<file path="config.mk">
export PLATFORM = sky130hd
export DESIGN_NAME = vram_prefetch_port
export DESIGN_NICKNAME = d
export VERILOG_FILES = /design/src/rtl/vpp_pkg.sv /design/src/rtl/vpp_addr_reg.sv /design/src/rtl/vpp_fetch_ctrl.sv /design/src/rtl/vpp_prefetch_buf.sv /design/src/rtl/vram_prefetch_port.sv
export SDC_FILE = /design/constraint.sdc
export NUM_CORES = 1
export LEC_CHECK = 0
export ABC_CLOCK_PERIOD_IN_PS = 2800
export BUFFER_PORTS_ARGS = -buffer_cell sky130_fd_sc_hd__buf_2
export CAP_MARGIN = 25
export CORE_ASPECT_RATIO = 0.7
export CORE_MARGIN = 3
export CORE_UTILIZATION = 30
export CTS_CLUSTER_DIAMETER = 60
export CTS_CLUSTER_SIZE = 12
export DETAILED_ROUTE_END_ITERATION = 16
export REMOVE_ABC_BUFFERS = 1
export SYNTH_ARGS = -nofsm -noshare
export SYNTH_HDL_FRONTEND = slang
export SYNTH_SLANG_ARGS = --single-unit
</file>
<file path="constraint.sdc">
create_clock -name clk -period 2.8 [get_ports clk]
set_clock_uncertainty 0.1 [all_clocks]
set_input_delay 0.56 -clock clk [delete_from_list [all_inputs] [get_ports clk]]
set_output_delay 0.56 -clock clk [all_outputs]
set_load 0.1 [all_outputs]
</file>
<file path="src/rtl/vpp_pkg.sv">
// Package: shared step encoding for the video memory prefetch port.
// Assumes the step field is two bits wide; codes 2 and 3 both select the largest step.
package vpp_pkg;

    typedef enum logic [1:0] {
        STEP_UNIT  = 2'd0,
        STEP_ROW   = 2'd1,
        STEP_BLOCK = 2'd2,
        STEP_ALT   = 2'd3
    } step_code_e;

    // Map a step code to its word count
    function automatic int unsigned step_words(
        input logic [1:0]  code,
        input int unsigned small_w,
        input int unsigned mid_w,
        input int unsigned large_w
    );
        case (step_code_e'(code))
            STEP_UNIT: return small_w;
            STEP_ROW:  return mid_w;
            default:   return large_w;
        endcase
    endfunction

endpackage

</file>
<file path="src/rtl/vpp_addr_reg.sv">
// Word address register for the prefetch port.
// Loads byte-wise from the processor, or advances by a selected step.
// Assumes at most one of load and advance is requested per cycle; the top resolves priority.
// addr_wr_val presents the address value after the requested byte load, for fetch launch.
module vpp_addr_reg #(
    parameter int unsigned ADDR_W  = 15,
    parameter int unsigned BYTE_W  = 8,
    parameter int unsigned STEP_S  = 1,
    parameter int unsigned STEP_M  = 32,
    parameter int unsigned STEP_L  = 128
) (
    input  logic              clk,
    input  logic              rst_n,
    input  logic              ld_lo,
    input  logic              ld_hi,
    input  logic [BYTE_W-1:0] ld_byte,
    input  logic              adv,
    input  logic [1:0]        step_sel,
    output logic [ADDR_W-1:0] addr_q,
    output logic [ADDR_W-1:0] addr_wr_val
);
    import vpp_pkg::*;

    localparam int unsigned HI_W = ADDR_W - BYTE_W;

    logic [ADDR_W-1:0] step_v;

    // Select the increment amount from the step code
    always_comb begin
        step_v = ADDR_W'(step_words(step_sel, STEP_S, STEP_M, STEP_L));
    end

    // Merge the incoming byte into the current address
    always_comb begin
        addr_wr_val = addr_q;
        if (ld_lo) begin
            addr_wr_val[BYTE_W-1:0] = ld_byte;
        end
        if (ld_hi) begin
            addr_wr_val[ADDR_W-1:BYTE_W] = ld_byte[HI_W-1:0];
        end
    end

    // Hold, load or advance the address
    always_ff @(posedge clk) begin
        if (!rst_n) begin
            addr_q <= '0;
        end else if (ld_lo || ld_hi) begin
            addr_q <= addr_wr_val;
        end else if (adv) begin
            addr_q <= addr_q + step_v;
        end
    end

endmodule

</file>
<file path="src/rtl/vpp_fetch_ctrl.sv">
// Fetch sequencer for the prefetch port.
// A trigger captures the fetch address. The next cycle issues the memory read,
// and the cycle after that the returned word is loaded.
// Assumes memory read latency of exactly one cycle and triggers only while not busy.
module vpp_fetch_ctrl #(
    parameter int unsigned ADDR_W = 15
) (
    input  logic              clk,
    input  logic              rst_n,
    input  logic              trigger,
    input  logic [ADDR_W-1:0] trig_addr,
    output logic              busy,
    output logic              mem_rd_en,
    output logic [ADDR_W-1:0] mem_rd_addr,
    output logic              load_en
);
    logic              req_q;
    logic              wait_q;
    logic [ADDR_W-1:0] faddr_q;

    // Advance the two-stage request pipeline
    always_ff @(posedge clk) begin
        if (!rst_n) begin
            req_q  <= 1'b0;
            wait_q <= 1'b0;
        end else begin
            req_q  <= trigger;
            wait_q <= req_q;
        end
    end

    // Capture the address to fetch at trigger time
    always_ff @(posedge clk) begin
        if (!rst_n) begin
            faddr_q <= '0;
        end else if (trigger) begin
            faddr_q <= trig_addr;
        end
    end

    // Drive memory request and status
    always_comb begin
        busy        = req_q | wait_q;
        mem_rd_en   = req_q;
        mem_rd_addr = faddr_q;
        load_en     = wait_q;
    end

endmodule

</file>
<file path="src/rtl/vpp_prefetch_buf.sv">
// Prefetch register and byte read mux.
// The read byte always comes from the current register contents; a reload
// only becomes visible in the cycle after load_en.
// Assumes WORD_W is exactly two bytes.
module vpp_prefetch_buf #(
    parameter int unsigned WORD_W = 16,
    parameter int unsigned BYTE_W = 8
) (
    input  logic              clk,
    input  logic              rst_n,
    input  logic              load_en,
    input  logic [WORD_W-1:0] load_word,
    input  logic              sel_hi,
    output logic [BYTE_W-1:0] rd_byte
);
    logic [WORD_W-1:0] pf_q;

    // Load the fetched word
    always_ff @(posedge clk) begin
        if (!rst_n) begin
            pf_q <= '0;
        end else if (load_en) begin
            pf_q <= load_word;
        end
    end

    // Select the requested byte
    always_comb begin
        rd_byte = sel_hi ? pf_q[WORD_W-1:BYTE_W] : pf_q[BYTE_W-1:0];
    end

endmodule

</file>
<file path="src/rtl/vram_prefetch_port.sv">
// Processor read port into a 16-bit word video memory.
// Resolves strobe priority (address write, then read, then data write),
// launches fetches on address loads and on advancing reads, and ignores all strobes while busy.
// Assumes a synchronous memory with one cycle of read latency.
module vram_prefetch_port #(
    parameter int unsigned ADDR_W = 15,
    parameter int unsigned WORD_W = 16,
    parameter int unsigned BYTE_W = 8,
    parameter int unsigned STEP_S = 1,
    parameter int unsigned STEP_M = 32,
    parameter int unsigned STEP_L = 128
) (
    input  logic              clk,
    input  logic              rst_n,
    input  logic              addr_lo_wr,
    input  logic              addr_hi_wr,
    input  logic [BYTE_W-1:0] wr_byte,
    input  logic              rd_lo,
    input  logic              rd_hi,
    output logic [BYTE_W-1:0] rd_data,
    input  logic              dwr_lo,
    input  logic              dwr_hi,
    input  logic              inc_on_hi,
    input  logic [1:0]        step_sel,
    output logic              busy,
    output logic              mem_rd_en,
    output logic [ADDR_W-1:0] mem_rd_addr,
    input  logic [WORD_W-1:0] mem_rd_data
);
    logic              idle;
    logic              acc_awr;
    logic              acc_rd;
    logic              acc_dwr;
    logic              rd_sel_hi;
    logic              rd_adv;
    logic              dwr_adv;
    logic              trigger;
    logic              load_en;
    logic [ADDR_W-1:0] addr_q;
    logic [ADDR_W-1:0] addr_wr_val;
    logic [ADDR_W-1:0] trig_addr;

    // Rank simultaneous strobes and gate them with busy
    always_comb begin
        idle      = ~busy;
        acc_awr   = idle & (addr_lo_wr | addr_hi_wr);
        acc_rd    = idle & ~(addr_lo_wr | addr_hi_wr) & (rd_lo | rd_hi);
        acc_dwr   = idle & ~(addr_lo_wr | addr_hi_wr) & ~(rd_lo | rd_hi) & (dwr_lo | dwr_hi);
        rd_sel_hi = ~rd_lo;
        rd_adv    = acc_rd & (rd_sel_hi == inc_on_hi);
        dwr_adv   = acc_dwr & (inc_on_hi ? dwr_hi : dwr_lo);
        trigger   = acc_awr | rd_adv;
        trig_addr = acc_awr ? addr_wr_val : addr_q;
    end

    vpp_addr_reg #(
        .ADDR_W (ADDR_W),
        .BYTE_W (BYTE_W),
        .STEP_S (STEP_S),
        .STEP_M (STEP_M),
        .STEP_L (STEP_L)
    ) u_addr (
        .clk         (clk),
        .rst_n       (rst_n),
        .ld_lo       (acc_awr & addr_lo_wr),
        .ld_hi       (acc_awr & addr_hi_wr),
        .ld_byte     (wr_byte),
        .adv         (rd_adv | dwr_adv),
        .step_sel    (step_sel),
        .addr_q      (addr_q),
        .addr_wr_val (addr_wr_val)
    );

    vpp_fetch_ctrl #(
        .ADDR_W (ADDR_W)
    ) u_fetch (
        .clk         (clk),
        .rst_n       (rst_n),
        .trigger     (trigger),
        .trig_addr   (trig_addr),
        .busy        (busy),
        .mem_rd_en   (mem_rd_en),
        .mem_rd_addr (mem_rd_addr),
        .load_en     (load_en)
    );

    vpp_prefetch_buf #(
        .WORD_W (WORD_W),
        .BYTE_W (BYTE_W)
    ) u_buf (
        .clk       (clk),
        .rst_n     (rst_n),
        .load_en   (load_en),
        .load_word (mem_rd_data),
        .sel_hi    (rd_hi & ~rd_lo),
        .rd_byte   (rd_data)
    );

endmodule

</file>
Yosys cells after proc, flatten, opt, wreduce, memory -nomap -nowiden:

Index checks and enable logic that the tools add are counted.

* bits in registers: 48
* ROM bits: 0
* word-level logic and storage cells: 39
* output and inout bits: 25
* bits in writable memories: 0
* memories kept: 0
* bits in latches: 0

* bitwise logic cells: 20
* add/subtract/negate cells: 1
* shifts and indexed selects: 0
* eq/ne operators: 2
* reduce and logical (&&, ||, !) cells: 3
* div/mod/pow operators: 0
* multiply operators: 0
* mux-type cells: 8
* magnitude comparators: 0

Operator list (number)
* 2-to-1 mux 15 bit: 3
* 2-to-1 mux 8 bit: 2
* one-hot mux 8 bit (2 select lines): 1
* adder 15 x 8 -> 15 bit: 1
* AND 1 bit: 10
* 2-to-1 mux 7 bit: 1
* OR 1 bit: 6
* inverter 1 bit: 4
* equality test 2 x 1 -> 1 bit (second input constant): 1
* logical NOT 2 bit: 1
* nonzero test 2 bit: 1
* equality test 1 bit: 1
* logical OR 1 bit: 1
* 2-to-1 mux 1 bit: 1

Depth between registers and ports, before layout:

Gate-level depths: netlist (run 1).

* depth after elaboration: 9
* mapped depth: 8
* depth with buffers taken out: 8

Hierarchy:

A second synthesis (run 1) with hierarchy kept.

* cells, all modules: 277
* area total of the unflattened synthesis: 2797.7 sq um

Modules (own cells, without submodules)
* vpp_addr_reg: seq. area each 300.3 sq um, times used 1, area an instance 1136.1 sq um, cells each 134
* vpp_prefetch_buf: seq. area each 320.3 sq um, times used 1, area an instance 710.7 sq um, cells each 60
* vpp_fetch_ctrl: seq. area each 340.3 sq um, times used 1, area an instance 639.4 sq um, cells each 53
* vram_prefetch_port: seq. area each 0.0 sq um, times used 1, area an instance 311.5 sq um, cells each 30

Worst setup path after synthesis (run 1):

Ideal clock, no wire load.

* path kind: register to register
* start: register u_fetch.req_q (netlist: u_fetch.mem_rd_en)
* end: register u_addr.addr_q[3]
* setup time: 75 ps
* required time: 2625 ps
* arrival: 2054 ps
* cell stages (with the launch flop): 8
* path buffers: 1
* setup slack: 571 ps
* cell sequence: dfxtp_1 > nor2_8 > inv_4 > nor2_2 > buf_4 > nor3_1 > o21ai_0 > o22ai_1

* cells in the longest elaborated chain, start to end: 8
* elaborated cells on any way between the ends: 16
* classes of those cells: mux: 2; bitwise: 12; reduce/logical: 2

Ends and longest elaborated chain
* start: declaration: line vpp_fetch_ctrl.sv:17 `logic req_q;`
* start signal: assignment: line vpp_fetch_ctrl.sv:27 `req_q <= trigger;`
* OR 1 bit (*): line vpp_fetch_ctrl.sv:43 `busy = req_q | wait_q;`
* via busy: line vram_prefetch_port.sv:25 `output logic busy,`
* inverter 1 bit (*): line vram_prefetch_port.sv:45 `idle = ~busy;`
* AND 1 bit: line vram_prefetch_port.sv:47, vram_prefetch_port.sv:48
* AND 1 bit (2 in series): line vram_prefetch_port.sv:48 `acc_dwr = idle & ~(addr_lo_wr | addr_hi_wr) & ~(rd_lo | rd_hi) & (dwr_lo | dwr_hi);`
* AND 1 bit: line vram_prefetch_port.sv:51 `dwr_adv = acc_dwr & (inc_on_hi ? dwr_hi : dwr_lo);`
* OR 1 bit: line vram_prefetch_port.sv:68 `.adv (rd_adv | dwr_adv),`
* nonzero test 2 bit (no line)
* end signal: assignment: line vpp_addr_reg.sv:49 `addr_q <= addr_wr_val;`
* end signal: assignment: line vpp_addr_reg.sv:51 `addr_q <= addr_q + step_v;`
* end: declaration: line vpp_addr_reg.sv:19 `output logic [ADDR_W-1:0] addr_q,`

The timed path passes the listed nets; every way through them passes the cells marked *.
A chain may end at the register's enable or synchronous reset.

Worst setup path in the final report (run 1):

* start: input step_sel[1]
* end: register u_addr.addr_q[14]

* cells in the longest elaborated chain, start to end: 5
* elaborated cells on any way between the ends: 6
* classes of those cells: add/sub: 1; eq/ne: 1; mux: 3; reduce/logical: 1

Ends and longest elaborated chain
* start: declaration: line vram_prefetch_port.sv:24 `input logic [1:0] step_sel,`
* equality test 2 x 1 -> 1 bit / logical NOT 2 bit (equally long branches): line vpp_pkg.sv:19 `case (step_code_e'(code))`
* one-hot mux 8 bit (2 select lines) (*): line vpp_pkg.sv:19
* adder 15 x 8 -> 15 bit (*): line vpp_addr_reg.sv:51
* 2-to-1 mux 15 bit (*): line vpp_addr_reg.sv:50 `end else if (adv) begin`
* 2-to-1 mux 15 bit (*): line vpp_addr_reg.sv:48 `end else if (ld_lo || ld_hi) begin`

Mark *: on every way between the ends. The rest lies on a longest branch, timed or not. The select of a mux whose other input is x is not followed.

==> run summary, run 1 <==
Status: completed
Setup crit end kind: register
Share of the synthesized area in compound gates (AO/OA/AOI/OAI): 24.11%
Most frequently used flop master after synthesis: dfxtp_1
Most frequent CP cell: ha_1
Initial Utilization: 32.11%
DR DRC count: 0
Final net count: 398
List of cells traversed by the critical path: buf_2 > nor2_1 > ha_1 > ha_1 > nand2_1 > o31ai_4 > nand3_2 > o211ai_1 > o2bb2a_1
Final critical path time including I/O delays and setup: 2.276 ns
Yosys top cell area share: 36.45%
Cell area after layout: 3318 um^2
Unrepaired setup endpoints after global routing: false
Final-report max-slew violation count: 0
Final Total Pwr: 2.140 mW
Total of hold buffers inserted after clock tree synthesis: 0
Post-Synth Simple-Gate Area: 19.13%
Seq cells post-synth: 48
Buffers inserted during post-CTS setup optimization: 0
Number of CTS-inserted buffers: 5
Post-synth top area cell: dfxtp_1
Netlist Area Pre-Place: 2636 um^2
Number of synthesized flops with an enable pin: 0
Length of the first detailed-routing pass in iterations: 4
Violation count after the first detailed-route iteration: 99
Cell Count, Final, Fillers Out: 476
Pleak: 1.314 nW
Sequential cell area fraction in the yosys report: 36.45%
Die X-Extent: 118.0 um
Die outline area: 9967 um^2
Post-placement cell count: 468
Via total after detailed routing: 2421
GRT Residual Overflow: 0
Required time of the critical path: 2.88 ns
Area grow syn2layout: 25.87%
Site row count: 27
Tot GR Track Use: 14.82%
Mean cell area of the mapped netlist: 8.701 um^2
Buffer type at the clock tree root: clkbuf_16
Timing-limited maximum frequency: 439.3 MHz
Number of global-route vias before repair: 2259
Largest fanout on the critical path: 7
Worst-margin pin slew: 0.6882 ns
Max stage delay on crit path: 0.39 ns
Placed inst area: 3164 um^2
Path class of the lowest-slack min-delay path: register to register
Top-level I/O count: 60
Setup Viol. Count Final: 0
Synth area leaders: dfxtp_1, mux2i_1, nor2_1
Unique cell type count in the Yosys netlist: 54
Total of fill cells in the finished design: 854
Adder-Cell Fraction of Synth Area: 1.898%
Worst voltage drop across the vdd grid: 0.3168 mV
Fraction of final layout cells with drive strength greater than 1: 28.06%
Proportion of register bits with asynchronous set or reset after synthesis: 0%
WL final: 7.314 mm
Worst-case hold slack: 0.3741 ns
Max-cap violation count: 0
Fin crit share: 81.30%
Category of the critical setup timing path: input pin to register
Routed wire length per instance: 15.37 um
Final sum of negative setup slack: 0 ns
Most frequent cell after synthesis: nor2_1
Worst setup SP type: input pin
Initial antenna violation count: 0
Worst slew margin relative to its limit: 54.07%
Dominant combinational cell family by area after synthesis: compound AO/OA/AOI/OAI gates
Half-perimeter wire length after placement: 5.516 mm
Yosys warnings: 0
Portion of netlist area occupied by mux cells: 12.91%
PwrDens: 644.8 nW/um^2
Max Buffers Root-to-Sink: 2
Clock tree from TritonCTS: built
Clk slew on worst S/H paths: 0.06 ns
Number of buffers added on ports: 59
Final ANT Viol Nets: 0
Largest net degree at the start of global routing: 21
Die Ht: 84.43 um
CTS H-tree depth: 2
Hold Fails Final Rpt: 0
Data arrival at the endpoint of the critical path: 2.35 ns
Worst-Skew Late Latency: 0.29 ns
Number of gates resized after CTS: 0
Routability cong.: 0.8653
Diode count: 0
Global-route wire length before repair: 11.99 mm
Critical Path Slowest Stage Cell: o31ai_4
Number of instances in the synthesized netlist: 303
Commonest cells post-synth: nor2_1, dfxtp_1, nand2_1, mux2i_1, a21oi_1
Core area: 8209 um^2
Xor/xnor cell area share of the yosys netlist: 0.3322%
CTS Sinks: 48
Drt via density: 5.086
-- final timing paths --
kind	startpoint	endpoint	slack, ns	cells after the start
setup reg to reg	u_addr.addr_q[0]$_SDFFE_PN0P_	u_addr.addr_q[14]$_SDFFE_PN0P_	0.66	7
hold reg to reg	u_addr.addr_q[0]$_SDFFE_PN0P_	u_addr.addr_q[0]$_SDFFE_PN0P_	0.37	2
setup / recovery	step_sel[1]	u_addr.addr_q[14]$_SDFFE_PN0P_	0.52	9
hold / removal	u_addr.addr_q[0]$_SDFFE_PN0P_	u_addr.addr_q[0]$_SDFFE_PN0P_	0.37	2
-- flip-flops by register name, summed over array words and instances (netlist names) --
| name | flops |
|---|---|
| u_fetch.mem_rd_en | 1 |
| u_fetch.load_en | 1 |
| u_fetch.mem_rd_addr | 15 |
| u_addr.addr_q | 15 |
| u_buf.pf_q | 16 |
-- critical path: cells and delay by family --
family,cells,cell delay (ns)
fa+ha+maj,2,0.47
compound gates,3,0.81
simple gates,3,0.39
buf+inv,1,0.12
-- area by class of cell --
class	count	area (um^2)	share of cell area [%]
Clock buffer	6	138.9	4.186
Clock inverter	2	15.01	0.4525
Inverter	7	28.78	0.8673
Multi-Input combinational cell	228	1539	46.38
Sequential cell	48	960.9	28.96
Tap cell	116	145.1	4.374
Timing Repair Buffer	69	490.5	14.78
-- report_power, final --
part	internal, mW	total (mW)	leakage (nW)	switching, mW
Combinational	0.200	0.714	0.851	0.515
Sequential	0.748	0.800	0.394	0.0516
Clock	0.356	0.625	0.0691	0.270
Total	1.30	2.14	1.31	0.836
-- through the flow --
step / setup slack, ns / utilization (%)
floorplan: 0.1921 / -
global placement: 0.3548 / 38.55
detailed placement: 0.2358 / 38.55
CTS: 0.5318 / 40.42
global route: 0.4030 / 40.42
finish: 0.5236 / 40.42
-- placed cells by master, fill, tap and decap left out, types with 8 or more instances in the layout --
master,count
dfxtp_1,48
nand2_1,28
mux2_2,8
a21oi_1,16
buf_2,51
mux2i_1,25
buf_12,8
nor2_1,49
buf_4,10
a211oi_1,14
-- cells by family after synthesis --
family | after synthesis
fa+ha+maj | 4
flops | 48
simple gates | 106
mux | 33
xor+xnor | 1
buf+inv | 27
compound gates | 84
-- metal layers --
layer | vias up | global-route usage [%] | wire length, um
met2 | 78 | 22.73 | 3128
li1 | 1222 | - | -
met1 | 1113 | 21.46 | 3639
met3 | 8 | 3.098 | 493
met5 | - | 0 | 0
met4 | 0 | 3.191 | 53
No activity file was read; power rests on OpenSTA's default activity.
==> run 2, diff against run 1 <==
ABC_CLOCK_PERIOD_IN_PS = 2350   (was 2800)
clock period = 2.35 ns   (was 2.8 ns; I/O delays follow)
==> run 2 against run 1 <==
Clock power is 18% higher; non-clock buffer count is 5 higher; routed wire length is 1.0% higher; total power is 20% higher; clock-buffer cell count stayed put; via count is 0.74% higher; sequential power is 19% higher; global-route usage is 0.27 points higher.
==> run summary, run 2 (synthesized netlist as in run 1, its figures left out) <==
Hold Fails Final Rpt: 0 (unchanged)
CTS H-tree depth: 2 (unchanged)
Worst-margin pin slew: 0.5029 ns (-0.1853 ns)
Length of the first detailed-routing pass in iterations: 4 (unchanged)
Site row count: 27 (unchanged)
Commonest non-fill, non-tap cell in the layout: buf_2
Half-perimeter wire length after placement: 5.608 mm (+1.7%)
Initial Utilization: 32.11% (unchanged)
Violation count after the first detailed-route iteration: 150 (+52%)
Final worst slack: 0.2896 ns (-0.2340 ns)
Max Buffers Root-to-Sink: 2 (unchanged)
Status: completed
Crit path buf inv count: 3 (+2)
Largest net degree at the start of global routing: 23 (+9.5%)
Number of global-route vias before repair: 2376 (+5.2%)
Core area: 8209 um^2 (unchanged)
Setup crit end kind: output pin
Cell Count, Final, Fillers Out: 481 (+1.1%)
Sequential power share: 37.2% (-0.2 points)
Buffer type at the clock tree root: clkbuf_16
Path class of the lowest-slack min-delay path: input pin to register
Relative contribution of the clock network to total power: 28.7% (-0.5 points)
Setup Viol. Count Final: 0 (unchanged)
Worst-Skew Late Latency: 0.29 ns (about the same)
Final critical path time including I/O delays and setup: 2.060 ns
Worst setup SP type: input pin
List of cells traversed by the critical path: buf_2 > nor2b_1 > buf_4 > mux2_2 > buf_12
Routed wire length per instance: 15.36 um (about the same)
PwrDens: 761.5 nW/um^2 (+18%)
Worst slew margin relative to its limit: 66.70% (+13 points)
Final-report max-slew violation count: 0 (unchanged)
Worst voltage drop across the vdd grid: 0.2774 mV (-12%)
Final Total Pwr: 2.567 mW (+20%)
Most frequent cells in the layout: buf_2, nor2_1, dfxtp_1
Diode count: 0 (unchanged)
Tot GR Track Use: 15.09% (+0.27 points)
Via total after detailed routing: 2439 (+0.74%)
Fraction of final layout cells with drive strength greater than 1: 29.04% (+0.99 points)
Pleak: 1.343 nW (+2.2%)
Die X-Extent: 118.0 um (unchanged)
Max-cap violation count: 0 (unchanged)
Clock tree from TritonCTS: built
Top-level I/O count: 60 (unchanged)
Util after Layout: 41.06% (+0.64 points)
Buffers inserted during post-CTS setup optimization: 0 (unchanged)
Final net count: 403 (+1.3%)
CTS Sinks: 48 (unchanged)
WL final: 7.390 mm (+1.0%)
Drt via density: 5.071 (-0.30%)
Number of CTS-inserted buffers: 5 (unchanged)
Post-placement cell count: 473 (+1.1%)
Largest fanout on the critical path: 8 (+1)
Initial antenna violation count: 0 (unchanged)
Area grow syn2layout: 27.86%
Switching power total: 0.9962 mW (+19%)
Number of buffers added on ports: 59 (unchanged)
Die Ht: 84.43 um (unchanged)
Clk slew on worst S/H paths: 0.06 ns (about the same)
Die outline area: 9967 um^2 (unchanged)
Timing-limited maximum frequency: 485.3 MHz
Fin crit share: 87.68%
Number of flip-flops in the largest register: 16 (unchanged)
Share of total power consumed by net switching: 38.81% (-0.26 points)
Total of hold buffers inserted after clock tree synthesis: 0 (unchanged)
Category of cells accounting for the largest share of critical-path delay: buffers and inverters
Unrepaired setup endpoints after global routing: false
Data arrival at the endpoint of the critical path: 1.49 ns (-0.86 ns)
Required time of the critical path: 1.78 ns (-1.10 ns)
GRT Residual Overflow: 0 (unchanged)
Critical Path Slowest Stage Cell: mux2_2
Worst slack, placed: 0.04957 ns (-0.1862 ns)
DR DRC count: 0 (unchanged)
Gate power share: 34.1% (+0.7 points)
Register bank with the most flops: u_buf.pf_q
Category of the critical setup timing path: input pin to output pin
Global-route wire length before repair: 12.21 mm (+1.9%)
Routability cong.: 0.9009 (+4.1%)
Number of gates resized after CTS: 0 (unchanged)
Internal power component: 1.571 mW (+20%)
Final ANT Viol Nets: 0 (unchanged)
Max stage delay on crit path: 0.37 ns (-0.02 ns)
-- run 2: cell types whose count changed in the layout (fill, tap and decap cells not counted), sizes merged --
cell / previous run / this run
buf: 69 / 74
-- run 2: tightest hold or removal path: stages --
cell and delay, ns:
buf_2 0.07, mux2i_1 0.05, nor2_1 0.07
-- run 2: power groups by stage --
stage                     clock (mW)  combinational [mW]  sequential [mW]
final                          0.738               0.875            0.954
after global routing           0.794               0.941            0.965
after CTS                      0.759               0.878            0.954
after detailed placement           0               0.875            0.972
after global placement             0               0.866            0.969
after floorplan                    0               0.369             1.22
-- run 2: worst paths after layout --
kind         slack (ns)  cells after the start                           from                              to
min                0.31                      3                 mem_rd_data[3]      u_buf.pf_q[3]$_SDFFE_PN0P_
max reg2reg        0.35                      8  u_addr.addr_q[0]$_SDFFE_PN0P_  u_addr.addr_q[12]$_SDFFE_PN0P_
max                0.29                      5                          rd_lo                      rd_data[2]
min reg2reg        0.38                      2  u_addr.addr_q[0]$_SDFFE_PN0P_   u_addr.addr_q[0]$_SDFFE_PN0P_
-- run 2: per-stage QoR --
stage | instance area [um^2] | hold WS [ns] | TNS, ns
2_1_floorplan | 2529 | 0.3486 | -1.549
3_3_place_gp | 3217 | 0.3624 | 0
3_5_place_dp | 3217 | 0.3731 | 0
4_1_cts | 3371 | 0.3091 | 0
5_1_grt | 3371 | 0.3202 | 0
6_report | 3371 | 0.3132 | 0
-- run 2: layer usage --
layer	track usage [%]	vias up	part of all wire [%]
li1	-	1225	-
met4	3.511	0	0.65
met1	21.95	1143	51
met2	22.58	63	42
met3	3.569	8	6.0
met5	0	-	0
-- run 2: area by class of cell --
class,instances,area [um^2]
Clock buffer,6,138.9
Clock inverter,2,15.01
Fill cell,844,4838
Inverter,7,28.78
Multi-Input combinational cell,228,1539
Sequential cell,48,960.9
Tap cell,116,145.1
Timing Repair Buffer,74,543.0
